### src/rtl/intc_pkg.sv
package intc_pkg;
    // Class of the source that wins arbitration in a cycle.
    typedef enum logic [1:0] {
        WIN_NONE     = 2'd0,
        WIN_NMI      = 2'd1,
        WIN_MASKABLE = 2'd2
    } win_kind_e;

    // Vector address from a vector number: base plus four bytes per entry.
    function automatic int vec_to_addr(input int base, input int num);
        return base + num * 4;
    endfunction
endpackage

### src/rtl/intc_nmi_latch.sv
module intc_nmi_latch (
    input  logic clk,
    input  logic rst_n,
    input  logic nmi_in,
    input  logic consume,
    output logic live_o
);
    typedef struct packed {
        logic prev;
        logic pend;
    } nmi_state_t;

    nmi_state_t st_d, st_q;
    logic       edge_seen;

    always_comb begin
        st_d      = st_q;
        edge_seen = nmi_in & ~st_q.prev;
        live_o    = st_q.pend | edge_seen;
        st_d.prev = nmi_in;
        st_d.pend = consume ? 1'b0 : live_o;
    end

    always_ff @(posedge clk or negedge rst_n) begin
        if (!rst_n) st_q <= '0;
        else        st_q <= st_d;
    end

    // a pending event survives every cycle in which it is not consumed
    assert_nmi_kept_R9: assert property (@(posedge clk) disable iff (!rst_n)
        (live_o && !consume) |=> live_o);
    // consumption only of something that is live
    assert_nmi_consume_R9: assert property (@(posedge clk) disable iff (!rst_n)
        consume |-> live_o);
endmodule

### src/rtl/intc_prio_enc.sv
module intc_prio_enc #(
    parameter int W     = 20,
    parameter int IDX_W = (W > 1) ? $clog2(W) : 1
) (
    input  logic [W-1:0]     req,
    output logic             valid_o,
    output logic [IDX_W-1:0] idx_o
);
    // Scan from the top down so the lowest set index is the last to write.
    always_comb begin
        valid_o = 1'b0;
        idx_o   = '0;
        for (int i = W - 1; i >= 0; i--) begin
            if (req[i]) begin
                valid_o = 1'b1;
                idx_o   = IDX_W'(i);
            end
        end
    end
endmodule

### src/rtl/intc_vec_map.sv
module intc_vec_map #(
    parameter int N_IRQ     = 8,
    parameter int N_WAKE    = 4,
    parameter int N_PER     = 8,
    parameter int ADDR_W    = 16,
    parameter int BASE_ADDR = 'h100,
    parameter int VN_NMI    = 7,
    parameter int VN_IRQ    = 16,
    parameter int VN_WAKE   = 32,
    parameter int VN_PER    = 48,
    localparam int N_TOT    = N_IRQ + N_WAKE + N_PER,
    localparam int IDX_W    = (N_TOT > 1) ? $clog2(N_TOT) : 1
) (
    input  logic              is_nmi,
    input  logic [IDX_W-1:0]  idx,
    output logic [ADDR_W-1:0] addr_o
);
    import intc_pkg::*;

    // Per-source constant vector addresses, one per flat index.
    logic [ADDR_W-1:0] tbl [N_TOT];

    for (genvar g = 0; g < N_TOT; g++) begin : g_tbl
        if (g < N_IRQ) begin : g_irq
            assign tbl[g] = ADDR_W'(vec_to_addr(BASE_ADDR, VN_IRQ + g));
        end else if (g < N_IRQ + N_WAKE) begin : g_wake
            assign tbl[g] = ADDR_W'(vec_to_addr(BASE_ADDR, VN_WAKE + g - N_IRQ));
        end else begin : g_per
            assign tbl[g] = ADDR_W'(vec_to_addr(BASE_ADDR, VN_PER + g - N_IRQ - N_WAKE));
        end
    end

    always_comb begin
        addr_o = '0;
        if (is_nmi) begin
            addr_o = ADDR_W'(vec_to_addr(BASE_ADDR, VN_NMI));
        end else begin
            for (int i = 0; i < N_TOT; i++) begin
                if (int'(idx) == i) addr_o = tbl[i];
            end
        end
    end
endmodule

### src/rtl/irq_prio_ctrl.sv
module irq_prio_ctrl #(
    parameter int N_IRQ     = 8,
    parameter int N_WAKE    = 4,
    parameter int N_PER     = 8,
    parameter int ADDR_W    = 16,
    parameter int BASE_ADDR = 'h100,
    parameter int VN_NMI    = 7,
    parameter int VN_IRQ    = 16,
    parameter int VN_WAKE   = 32,
    parameter int VN_PER    = 48
) (
    input  logic              clk,
    input  logic              rst_n,
    input  logic              nmi_in,
    input  logic [N_IRQ-1:0]  irq_req,
    input  logic [N_IRQ-1:0]  irq_en,
    input  logic [N_WAKE-1:0] wake_req,
    input  logic [N_WAKE-1:0] wake_en,
    input  logic [N_PER-1:0]  per_req,
    input  logic [N_PER-1:0]  per_en,
    input  logic              mask_i,
    input  logic              insn_done,
    input  logic              ack,
    output logic              take_o,
    output logic [ADDR_W-1:0] vec_addr_o,
    output logic              mask_set_o
);
    import intc_pkg::*;

    localparam int N_TOT = N_IRQ + N_WAKE + N_PER;
    localparam int IDX_W = (N_TOT > 1) ? $clog2(N_TOT) : 1;
    localparam logic [ADDR_W-1:0] NMI_ADDR = ADDR_W'(vec_to_addr(BASE_ADDR, VN_NMI));

    typedef struct packed {
        logic              take;
        logic              mask_set;
        logic [ADDR_W-1:0] vec;
    } ctl_state_t;

    ctl_state_t        st_d, st_q;
    logic [N_TOT-1:0]  req_flat;
    logic              enc_valid;
    logic [IDX_W-1:0]  enc_idx;
    logic              nmi_live;
    logic              nmi_consume;
    logic [ADDR_W-1:0] map_addr;
    win_kind_e         winner;
    logic              accept;

    // Flat request order encodes priority: pins, then wake-up, then peripherals.
    assign req_flat = {per_req & per_en, wake_req & wake_en, irq_req & irq_en};

    intc_prio_enc #(.W(N_TOT), .IDX_W(IDX_W)) u_enc (
        .req     (req_flat),
        .valid_o (enc_valid),
        .idx_o   (enc_idx)
    );

    intc_nmi_latch u_nmi (
        .clk     (clk),
        .rst_n   (rst_n),
        .nmi_in  (nmi_in),
        .consume (nmi_consume),
        .live_o  (nmi_live)
    );

    intc_vec_map #(
        .N_IRQ(N_IRQ), .N_WAKE(N_WAKE), .N_PER(N_PER), .ADDR_W(ADDR_W),
        .BASE_ADDR(BASE_ADDR), .VN_NMI(VN_NMI), .VN_IRQ(VN_IRQ),
        .VN_WAKE(VN_WAKE), .VN_PER(VN_PER)
    ) u_map (
        .is_nmi (winner == WIN_NMI),
        .idx    (enc_idx),
        .addr_o (map_addr)
    );

    always_comb begin
        if (nmi_live)                 winner = WIN_NMI;
        else if (enc_valid && !mask_i) winner = WIN_MASKABLE;
        else                          winner = WIN_NONE;

        accept      = !st_q.take && insn_done && (winner != WIN_NONE);
        nmi_consume = accept && (winner == WIN_NMI);

        st_d          = st_q;
        st_d.mask_set = 1'b0;
        if (st_q.take && ack) st_d.take = 1'b0;
        if (accept) begin
            st_d.take     = 1'b1;
            st_d.mask_set = 1'b1;
            st_d.vec      = map_addr;
        end
    end

    always_ff @(posedge clk or negedge rst_n) begin
        if (!rst_n) st_q <= '0;
        else        st_q <= st_d;
    end

    assign take_o     = st_q.take;
    assign vec_addr_o = st_q.vec;
    assign mask_set_o = st_q.mask_set;

    // offer held steady until acknowledged
    assert_hold_R8: assert property (@(posedge clk) disable iff (!rst_n)
        (take_o && !ack) |=> (take_o && $stable(vec_addr_o)));
    // acknowledge withdraws the offer on the next cycle
    assert_release_R8: assert property (@(posedge clk) disable iff (!rst_n)
        (take_o && ack) |=> !take_o);
    // a new offer starts only after an instruction boundary
    assert_boundary_R5: assert property (@(posedge clk) disable iff (!rst_n)
        $rose(take_o) |-> $past(insn_done));
    // mask-set strobe lines up with the rising take
    assert_maskset_rise_R6: assert property (@(posedge clk) disable iff (!rst_n)
        $rose(take_o) |-> mask_set_o);
    assert_maskset_only_R6: assert property (@(posedge clk) disable iff (!rst_n)
        mask_set_o |-> (take_o && !$past(take_o)));
    // with the mask set only the non-maskable vector may be offered
    assert_masked_R3: assert property (@(posedge clk) disable iff (!rst_n)
        ($rose(take_o) && $past(mask_i)) |-> (vec_addr_o == NMI_ADDR));
    // the encoder index points at a live request with none below it
    assert_enc_hit_R4: assert property (@(posedge clk) disable iff (!rst_n)
        enc_valid |-> req_flat[enc_idx]);
    assert_enc_low_R4: assert property (@(posedge clk) disable iff (!rst_n)
        enc_valid |-> ((req_flat & ((N_TOT'(1) << enc_idx) - N_TOT'(1))) == '0));
    // the encoder is idle when no enabled request exists
    assert_enc_idle_R2: assert property (@(posedge clk) disable iff (!rst_n)
        (req_flat == '0) |-> !enc_valid);
endmodule

### config.mk
export PLATFORM = sky130hd
export DESIGN_NAME = irq_prio_ctrl
export DESIGN_NICKNAME = d
export VERILOG_FILES = /design/src/rtl/intc_pkg.sv /design/src/rtl/intc_nmi_latch.sv /design/src/rtl/intc_prio_enc.sv /design/src/rtl/intc_vec_map.sv /design/src/rtl/irq_prio_ctrl.sv
export SDC_FILE = /design/constraint.sdc
export NUM_CORES = 1
export LEC_CHECK = 0
export BUFFER_PORTS_ARGS = -buffer_cell sky130_fd_sc_hd__buf_2
export CORE_MARGIN = 1
export CORE_UTILIZATION = 45
export CTS_CLUSTER_DIAMETER = 60
export DETAILED_ROUTE_END_ITERATION = 12
export PLACE_DENSITY = 0.85
export SYNTH_ARGS = -nofsm -noshare
export SYNTH_HDL_FRONTEND = slang
export SYNTH_HIERARCHICAL = 1
export SYNTH_SLANG_ARGS = --single-unit
### constraint.sdc
create_clock -name clk -period 3.6 [get_ports clk]
set_clock_uncertainty 0.05 [all_clocks]
set_input_delay 0.36 -clock clk [delete_from_list [all_inputs] [get_ports clk]]
set_output_delay 0.36 -clock clk [all_outputs]
set_load 0.01 [all_outputs]
Word-level counts from Yosys, hierarchy flattened

Cells that the tools add are included.

Multiplexer cells: 66
Bitwise logic cells: 6
Reductions and logical operators: 10
Equal/unequal tests: 20

Operators by type and width:

| operator                                            | number |
|---|---|
| two-way mux 9 bit                                   | 20 |
| two-way mux 5 bit                                   | 20 |
| equality test 5 bit, second input constant          | 12 |
| two-way mux 1 bit                                   | 22 |
| equality test 5 x 4 -> 1 bit, second input constant | 4 |
| two-way mux 18 bit                                  | 1 |
| bitwise AND 8 bit                                   | 2 |
| two-way mux 16 bit                                  | 1 |
| equality test 5 x 3 -> 1 bit, second input constant | 2 |
| equality test 5 x 2 -> 1 bit, second input constant | 1 |
| logical AND 1 bit                                   | 5 |
| logical NOT 5 bit                                   | 1 |
| bitwise AND 4 bit                                   | 1 |
| two-way mux 2 bit                                   | 2 |
| nonzero test 2 bit                                  | 2 |
| equality test 2 x 1 -> 1 bit, second input constant | 1 |
| logical NOT 1 bit                                   | 2 |
| bitwise AND 1 bit                                   | 1 |
| NOT 1 bit                                           | 1 |
| OR 1 bit                                            | 1 |

Output and inout bits: 18
Word-level logic and storage cells: 107
Input port bits: 46
Flip-flop bits (word level): 20

Depth between registers and ports, before layout

Gate-level depths: netlist of run 1.

Depth in word-level cells: 44
Gate-level depth with buffers: 8
Gate-level depth less buffers: 8

Cells and area by module

Netlist of run 1, hierarchy kept.

By module, submodules not included:

| module         | cells each | seq. area each (um^2) | area each (um^2) | instances |
|---|---|---|---|---|
| irq_prio_ctrl  | 63         | 450.4                 | 872.1            | 1 |
| intc_prio_enc  | 39         | 0.0                   | 231.5            | 1 |
| intc_vec_map   | 22         | 0.0                   | 158.9            | 1 |
| intc_nmi_latch | 6          | 50.0                  | 80.1             | 1 |

Worst setup path before layout of run 1

No wires, ideal clock.

Path kind: input-to-reg
Start point: input port irq_req[3]
End point: register st_q, in the netlist vec_addr_o[8]
Setup time: 125 ps
Path buffers: 0
Data required time: 3,425 ps
Arrival time: 2,064 ps
Cell stages on the path: 6
Setup slack: 1,361 ps
Cells stage by stage: and2_1 nor4_1 a21boi_0 o21ai_0 or2_2 mux2_4

Longest elaborated chain between the ends: 27
Elaborated cells on any way between the ends: 56
Classes of those cells: eq/ne (20); mux (31); bitwise (1); reduce/logical (4)

RTL lines:

| what                               | line                | RTL |
|---|---|---|
| start, declared                    | irq_prio_ctrl.sv:15 | `input logic [N_IRQ-1:0] irq_req,` |
| bitwise AND 8 bit (*)              | irq_prio_ctrl.sv:51 | `assign req_flat = {per_req & per_en, wake_req & wake_en, irq_req & irq_en};` |
| two-way mux 5 bit (*) (4 in a row) | intc_prio_enc.sv:14 | `if (req[i]) begin` |
| net enc_idx[2]                     | irq_prio_ctrl.sv:43 | `logic [IDX_W-1:0] enc_idx;` |
| logical NOT 5 bit                  | intc_vec_map.sv:39  | `if (int'(idx) == i) addr_o = tbl[i];` |
| two-way mux 9 bit (19 in a row)    | intc_vec_map.sv:39  |  |
| two-way mux 9 bit (*)              | intc_vec_map.sv:39  |  |
| two-way mux 16 bit (*)             | intc_vec_map.sv:35  | `if (is_nmi) begin` |
| net map_addr[8]                    | irq_prio_ctrl.sv:46 | `logic [ADDR_W-1:0] map_addr;` |
| end signal, assigned               | irq_prio_ctrl.sv:97 | `else st_q <= st_d;` |
| end, declared                      | irq_prio_ctrl.sv:40 | `ctl_state_t st_d, st_q;` |

Mark *: on every way through the listed nets, which the timed path passes. The rest lies on a longest branch.
A chain may end at the register's enable or synchronous reset.

Worst setup path after layout of run 1

Start point: input port wake_req[3]
End point: register st_q, in the netlist vec_addr_o[2]

Elaborated cells on any way between the ends: 70
Classes of those cells: eq/ne (20); mux (46); bitwise (1); reduce/logical (3)

RTL lines:

| what                                                                      | line                                     | RTL |
|---|---|---|
| start, declared                                                           | irq_prio_ctrl.sv:17                      | `input logic [N_WAKE-1:0] wake_req,` |
| bitwise AND 4 bit (*)                                                     | irq_prio_ctrl.sv:51                      |  |
| net req_flat[11]                                                          | irq_prio_ctrl.sv:41                      | `logic [N_TOT-1:0] req_flat;` |
| two-way mux 1 bit (*) (12 in a row)                                       | intc_prio_enc.sv:14                      |  |
| net enc_valid                                                             | irq_prio_ctrl.sv:42                      | `logic enc_valid;` |
| logical AND 1 bit (*)                                                     | irq_prio_ctrl.sv:79                      | `else if (enc_valid && !mask_i) winner = WIN_MASKABLE;` |
| two-way mux 2 bit (*)                                                     | irq_prio_ctrl.sv:79                      |  |
| two-way mux 2 bit (*)                                                     | irq_prio_ctrl.sv:78                      | `if (nmi_live) winner = WIN_NMI;` |
| equality test 2 x 1 -> 1 bit / nonzero test 2 bit (equally long branches) | irq_prio_ctrl.sv:72, irq_prio_ctrl.sv:82 |  |
| two-way mux 16 bit / logical AND 1 bit (equally long branches)            | intc_vec_map.sv:35, irq_prio_ctrl.sv:82  |  |

Marks and branches as above.

==> flow_summary.toml, run 1 <==
[grt]
grt_pass1_wl_mm = 4.540
grt_util_all_layers_pct = 17.76
antenna_found_initial = 0
grt_pass1_vias = 1074
grt_max_degree = 21
grt_overflow = 0

[logic_synthesis]
seq_area_frac_synth_pct = 37.28
synthFlopType = "dfrtp_1"
ys_seq_elements = 20
async_reset_ff_share_pct = 100.0
synth-simple-area-share_pct = 24.42
synth_fa_ha_area_share_pct = 0
synth-edff-count = 0
synth_compound_gate_area_share_pct = 12.40
synth-xor-area-share_pct = 0.6524
synth_mux_area_share_pct = 15.66
avgSynthCellArea_um2 = 10.33
netlist_area_um2 = 1343
synth.distinct_cells = 37
synth_top_family_by_area = "simple AND/OR/NAND/NOR gates"
synth_warnings = 6
synth_cells = 130

[final_layout]
diodes = 0
drive_gt1_share_pct = 47.69
area_growth_pct = 24.98
instances_no_fill = 226
nets = 242
finish.instance_area_um2 = 1678

[critical_path]
setup.worst_path.start = "wake_req[3]"
ff2ff_path_depth = 4
cp-end-kind = "register"
r2r-end = "vec_addr_o[2]"
reg2reg_setup_slack_ps = 1780
start_kind = "primary input"
worstPathRequired_ps = 3740
endpoint = "vec_addr_o[2]"
r2r_start = "u_nmi/st_q[0]"
cp.arrival_ps = 2430
critPathKind = "in2reg"
cp_max_fo = 18

[floorplanning]
die_area_um2 = 3206
fp.dieH_um = 56.62
fp-row-count = 19
core-area_um2 = 2781
start_util_pct = 48.27
die-width_um = 56.62
io_pins = 64

[status]
outcome = "completed"

[sta]
worst_slack_ps = 1308
min_period_over_period_pct = 63.67
finalHoldViolCount = 0
final_max_slew_viol_count = 0
tightest_slew_ps = 627.0
tns_ps = 0
fmax_ghz = 0.4363
post-route-min-period_ps = 2292
setup_viol = 0
relSlewSlack_pct = 58.04
rsz0062_at_grt = "no"

[flow_run]
max_cap_violations = 0

[placed_design]
hpwl_mm = 2.131
pre_cts_ws_ps = 1010
dp_cells = 221
portBuffers = 63
placed_area_um2 = 1632
place_congestion = 0.7305

[route]
drt-wirelength-per-cell_um = 11.56
postRouteAntennaNets = 0
vias = 1102
vias_per_cell = 4.876
drc = 0
wl_mm = 2.613
drt_iter0_markers = 30
drt_first_pass_iters = 4

[clocking]
clockBufferDepth = 2
cts_root_buf = "clkbuf_4"
cts_resized = 0
htree_levels = 1
cts_hold_buf = 1
cts.clk_slew.worst_paths_ps = 110
cts_tree = "built"
clk_latency_ps = 290
cts_setup_buffers = 0
clock-sinks = 20
cts_buffers = 3

[min_path]
hold_path.class = "in2reg"
min-delay-start = "nmi_in"

[pwr]
peakVddDrop_v = 0.0004443
p_leak_nw = 0.8369
p_per_area_nw_per_um2 = 462.2
## metrics by stage
step | hold slack (ps) | total power [mW] | utilization, %
floorplan | 14.41 | 0.5477 | -
global placement | 272.4 | 0.6434 | 58.66
detailed placement | 278.3 | 0.6538 | 58.66
CTS | 158.5 | 0.7820 | 60.32
global route | 131.3 | 0.8303 | 60.32
finish | 166.4 | 0.7755 | 60.32
## Yosys cell counts (2+ instances only)
cell / count / share of area, %
buf_4: 10 / 5.6
inv_1: 7 / 2.0
nor3_1: 2 / 0.75
nor4_1: 6 / 2.8
nor2_1: 9 / 2.5
a21oi_2: 2 / 1.3
nand2_1: 4 / 1.1
dfrtp_1: 20 / 37
a21oi_1: 3 / 1.1
a21o_1: 2 / 1.1
nor2b_4: 2 / 2.1
nand2b_1: 2 / 0.93
and2_1: 21 / 9.8
mux2_4: 8 / 8.9
o21ai_0: 3 / 1.1
mux2_2: 8 / 6.7
## power by group
group / internal [mW] / leakage [nW] / switching, mW
Clock: 0.0616 / 0.0210 / 0.0664
Combinational: 0.168 / 0.585 / 0.143
Sequential: 0.296 / 0.231 / 0.0397
## worst min-delay path by stage
stage | endpoint | slack, ps | depth (start not counted)
6_report | u_nmi/st_q[1] | 170 | 1
5_1_grt | u_nmi/st_q[1] | 130 | 1
4_1_cts | u_nmi/st_q[1] | 160 | 1
2_1_floorplan | mask_set_o | 10 | 0
3_3_place_gp | vec_addr_o[14] | 270 | 1
3_5_place_dp | vec_addr_o[14] | 280 | 1
## layout by cell type (no fill, tap or decap), types with 3 or more instances in the layout
| master | count |
|---|---|
| a21oi_1 | 3 |
| and2_1 | 21 |
| buf_2 | 63 |
| clkbuf_4 | 3 |
| conb_1 | 10 |
| dfrtp_1 | 20 |
| inv_1 | 7 |
| mux2_2 | 8 |
| mux2_4 | 8 |
| nand2_1 | 4 |
| nor2_1 | 9 |
| nor4_1 | 6 |
| o21ai_0 | 3 |
## state kept, by name, indices dropped and copies added (netlist names)
register,count
vec_addr_o,16
u_nmi/st_q,2
mask_set_o,1
take_o,1
## layout make-up
class / instances / area (µm²)
clock buffer: 4 / 36.28
fill: 264 / 1104
inverter: 7 / 26.28
multi-input combinational: 100 / 750.7
sequential: 20 / 500.5
tap: 31 / 38.79
timing repair buffer: 64 / 325.3
## kinds of logic after synthesis
family,count (synthesis)
buf+inv,19
xor+xnor,1
flops,20
mux,16
other cells,1
simple gates,53
compound gates,20
## per-layer routing
| layer | wire length (µm) | track usage [%] |
|---|---|---|
| met1 | 1214 | 23.01 |
| met2 | 1271 | 30.92 |
| met3 | 127 | 4.839 |
| met4 | 0 | 1.045 |
| met5 | 0 | 0 |
## critical path, cell delays in order
cell and delay (ps):
buf_2 90, and2_1 190, nor4_1 370, and3_1 260, nand4_1 100, nor2b_4 160
o21ai_4 500, mux2_2 400
Power figures use the tool's default switching activity.
==> inputs of run 2 (changes only) <==
Clock period 3.6 ns to 2.4 ns, I/O delays scaled along.
==> run 2 against run 1 <==
Via count up 1.9%. Design area is 2.3% higher. Sequential share of layout area fell by 0.67 points. Count of clock-buffer cells in the layout shrank 1. Largest power group unchanged. Sequential cell count unchanged. Critical path depth grew 1.
==> flow_summary.toml, run 2 (synthesis results as in run 1) <==
[grt]
grt_pass1_vias = 1125
grt_pass1_wl_mm = 4.609
grt_util_all_layers_pct = 18.16
grt_max_degree = 21
grt_overflow = 0
antenna_found_initial = 0

[pwr]
power.total_mw = 1.138
p_per_area_nw_per_um2 = 663.2
p_leak_nw = 0.8641
peakVddDrop_v = 0.0006289

[floorplanning]
die-width_um = 56.62
fp-row-count = 19
die_area_um2 = 3206
start_util_pct = 48.27
core-area_um2 = 2781
io_pins = 64
fp.dieH_um = 56.62

[final_layout]
largest_reg_flops = 16
final_util_pct = 61.72
drive_gt1_share_pct = 49.25
nets = 249
diodes = 0
area_growth_pct = 27.87
layout_common_cells = "buf_2 (63), and2_1 (21), dfrtp_1 (20)"
layout_commonest_cell = "buf_2"

[critical_path]
setup.worst_path.start = "wake_req[3]"
r2r-end = "vec_addr_o[9]"
cp.arrival_ps = 2180
worstPathRequired_ps = 2590
start_kind = "primary input"
crit_slowest_cell = "nor4_1"
cp.depth = 9
path_cells = "buf_2 > and2_1 > nor4_1 > and3_1 > nor3b_2 > buf_4 > or3b_1 > a21oi_2 > mux2_4"
reg2reg_setup_slack_ps = 820
worst-path-buf-inv = 2
ff2ff_path_depth = 5
crit_path_max_incr_delay_ps = 410
cp-end-kind = "register"
critPathTopFamily = "simple AND/OR/NAND/NOR gates"
critPathKind = "in2reg"
endpoint = "vec_addr_o[7]"
r2r_start = "u_nmi/st_q[1]"
cp_max_fo = 5

[sta]
tightest_slew_ps = 514.3
final_max_slew_viol_count = 0
min_period_over_period_pct = 82.60
fmax_ghz = 0.5045
post-route-min-period_ps = 1982
holdWs_ps = 41.73
relSlewSlack_pct = 65.40
worst_slack_ps = 417.7
tns_ps = 0
rsz0062_at_grt = "no"
finalHoldViolCount = 0
setup_viol = 0

[min_path]
hold_path.class = "in2reg"

[clocking]
htree_levels = 1
cts_buffers = 3
cts.clk_slew.worst_paths_ps = 100
cts_tree = "built"
clock-sinks = 20
clockBufferDepth = 2
clk_latency_ps = 290
cts_root_buf = "clkbuf_4"

[placed_design]
portBuffers = 63
hpwl_mm = 2.191
pre_cts_ws_ps = 141.8
place_congestion = 0.7464

[route]
drt-wirelength-per-cell_um = 11.22
postRouteAntennaNets = 0
drt_iter0_markers = 12
vias = 1123
wl_mm = 2.602
drc = 0
drt_first_pass_iters = 4
vias_per_cell = 4.841

[flow_run]
max_cap_violations = 0

[status]
outcome = "completed"
run 2: cell count changes in the layout (fill, tap and decap cells not counted):
| cell | before | now |
|---|---|---|
| clkbuf_8 | 1 | 0 |
| buf_4 | 0 | 7 |
run 2: worst register-to-register path, stage by stage (launching register included):
cell	delay [ps]
dfrtp_1	380
nand2b_4	140
nand2_1	250
o21ai_4	170
buf_4	190
mux2_4	290
run 2: power breakdown:
group	switching, mW	leakage (nW)	internal [mW]	total (mW)
clock	0.0915	0.0138	0.0584	0.150
combinational	0.225	0.620	0.267	0.492
sequential	0.0524	0.231	0.444	0.497
run 2: worst min-delay path by stage:
stage / start / to / slack [ps] / depth (start not counted)
5_1_grt: nmi_in / u_nmi/st_q[1] / 20 / 1
6_report: nmi_in / u_nmi/st_q[1] / 40 / 1
3_3_place_gp: rst_n / vec_addr_o[11] / 150 / 1
4_1_cts: nmi_in / u_nmi/st_q[1] / 40 / 1
3_5_place_dp: rst_n / vec_addr_o[14] / 160 / 1
2_1_floorplan: rst_n / mask_set_o / -110 / 0
run 2: per-stage QoR:
step | cells | area, µm²
after floorplan | 139 | 1376
after global placement | 228 | 1684
after detailed placement | 228 | 1684
after CTS | 232 | 1717
after global routing | 232 | 1717
final | 232 | 1717
run 2: final cells by class:
type | instances | area (µm²)
clock buffers | 3 | 22.52
multi-input cells | 100 | 750.7
flip-flops and latches | 20 | 500.5
repair buffers | 71 | 377.9
fillers | 245 | 1065
inverters | 7 | 26.28
well taps | 31 | 38.79
run 2: layer usage:
layer,up-vias,global-route usage (%),wire length (µm)
met5,-,0,0
met2,34,32.44,1321
met3,2,4.839,121
li1,577,-,-
met1,510,22.04,1149
met4,0,3.136,10
run 2: repair_timing:
| action | 4_1_cts | 5_1_grt |
|---|---|---|
| setup endpoints to repair | 0 | 0 |
| hold buffers | 1 | 0 |
| hold endpoints to repair | 20 | 0 |
| buffers inserted | 0 | 0 |
| gates resized for setup | 0 | 0 |
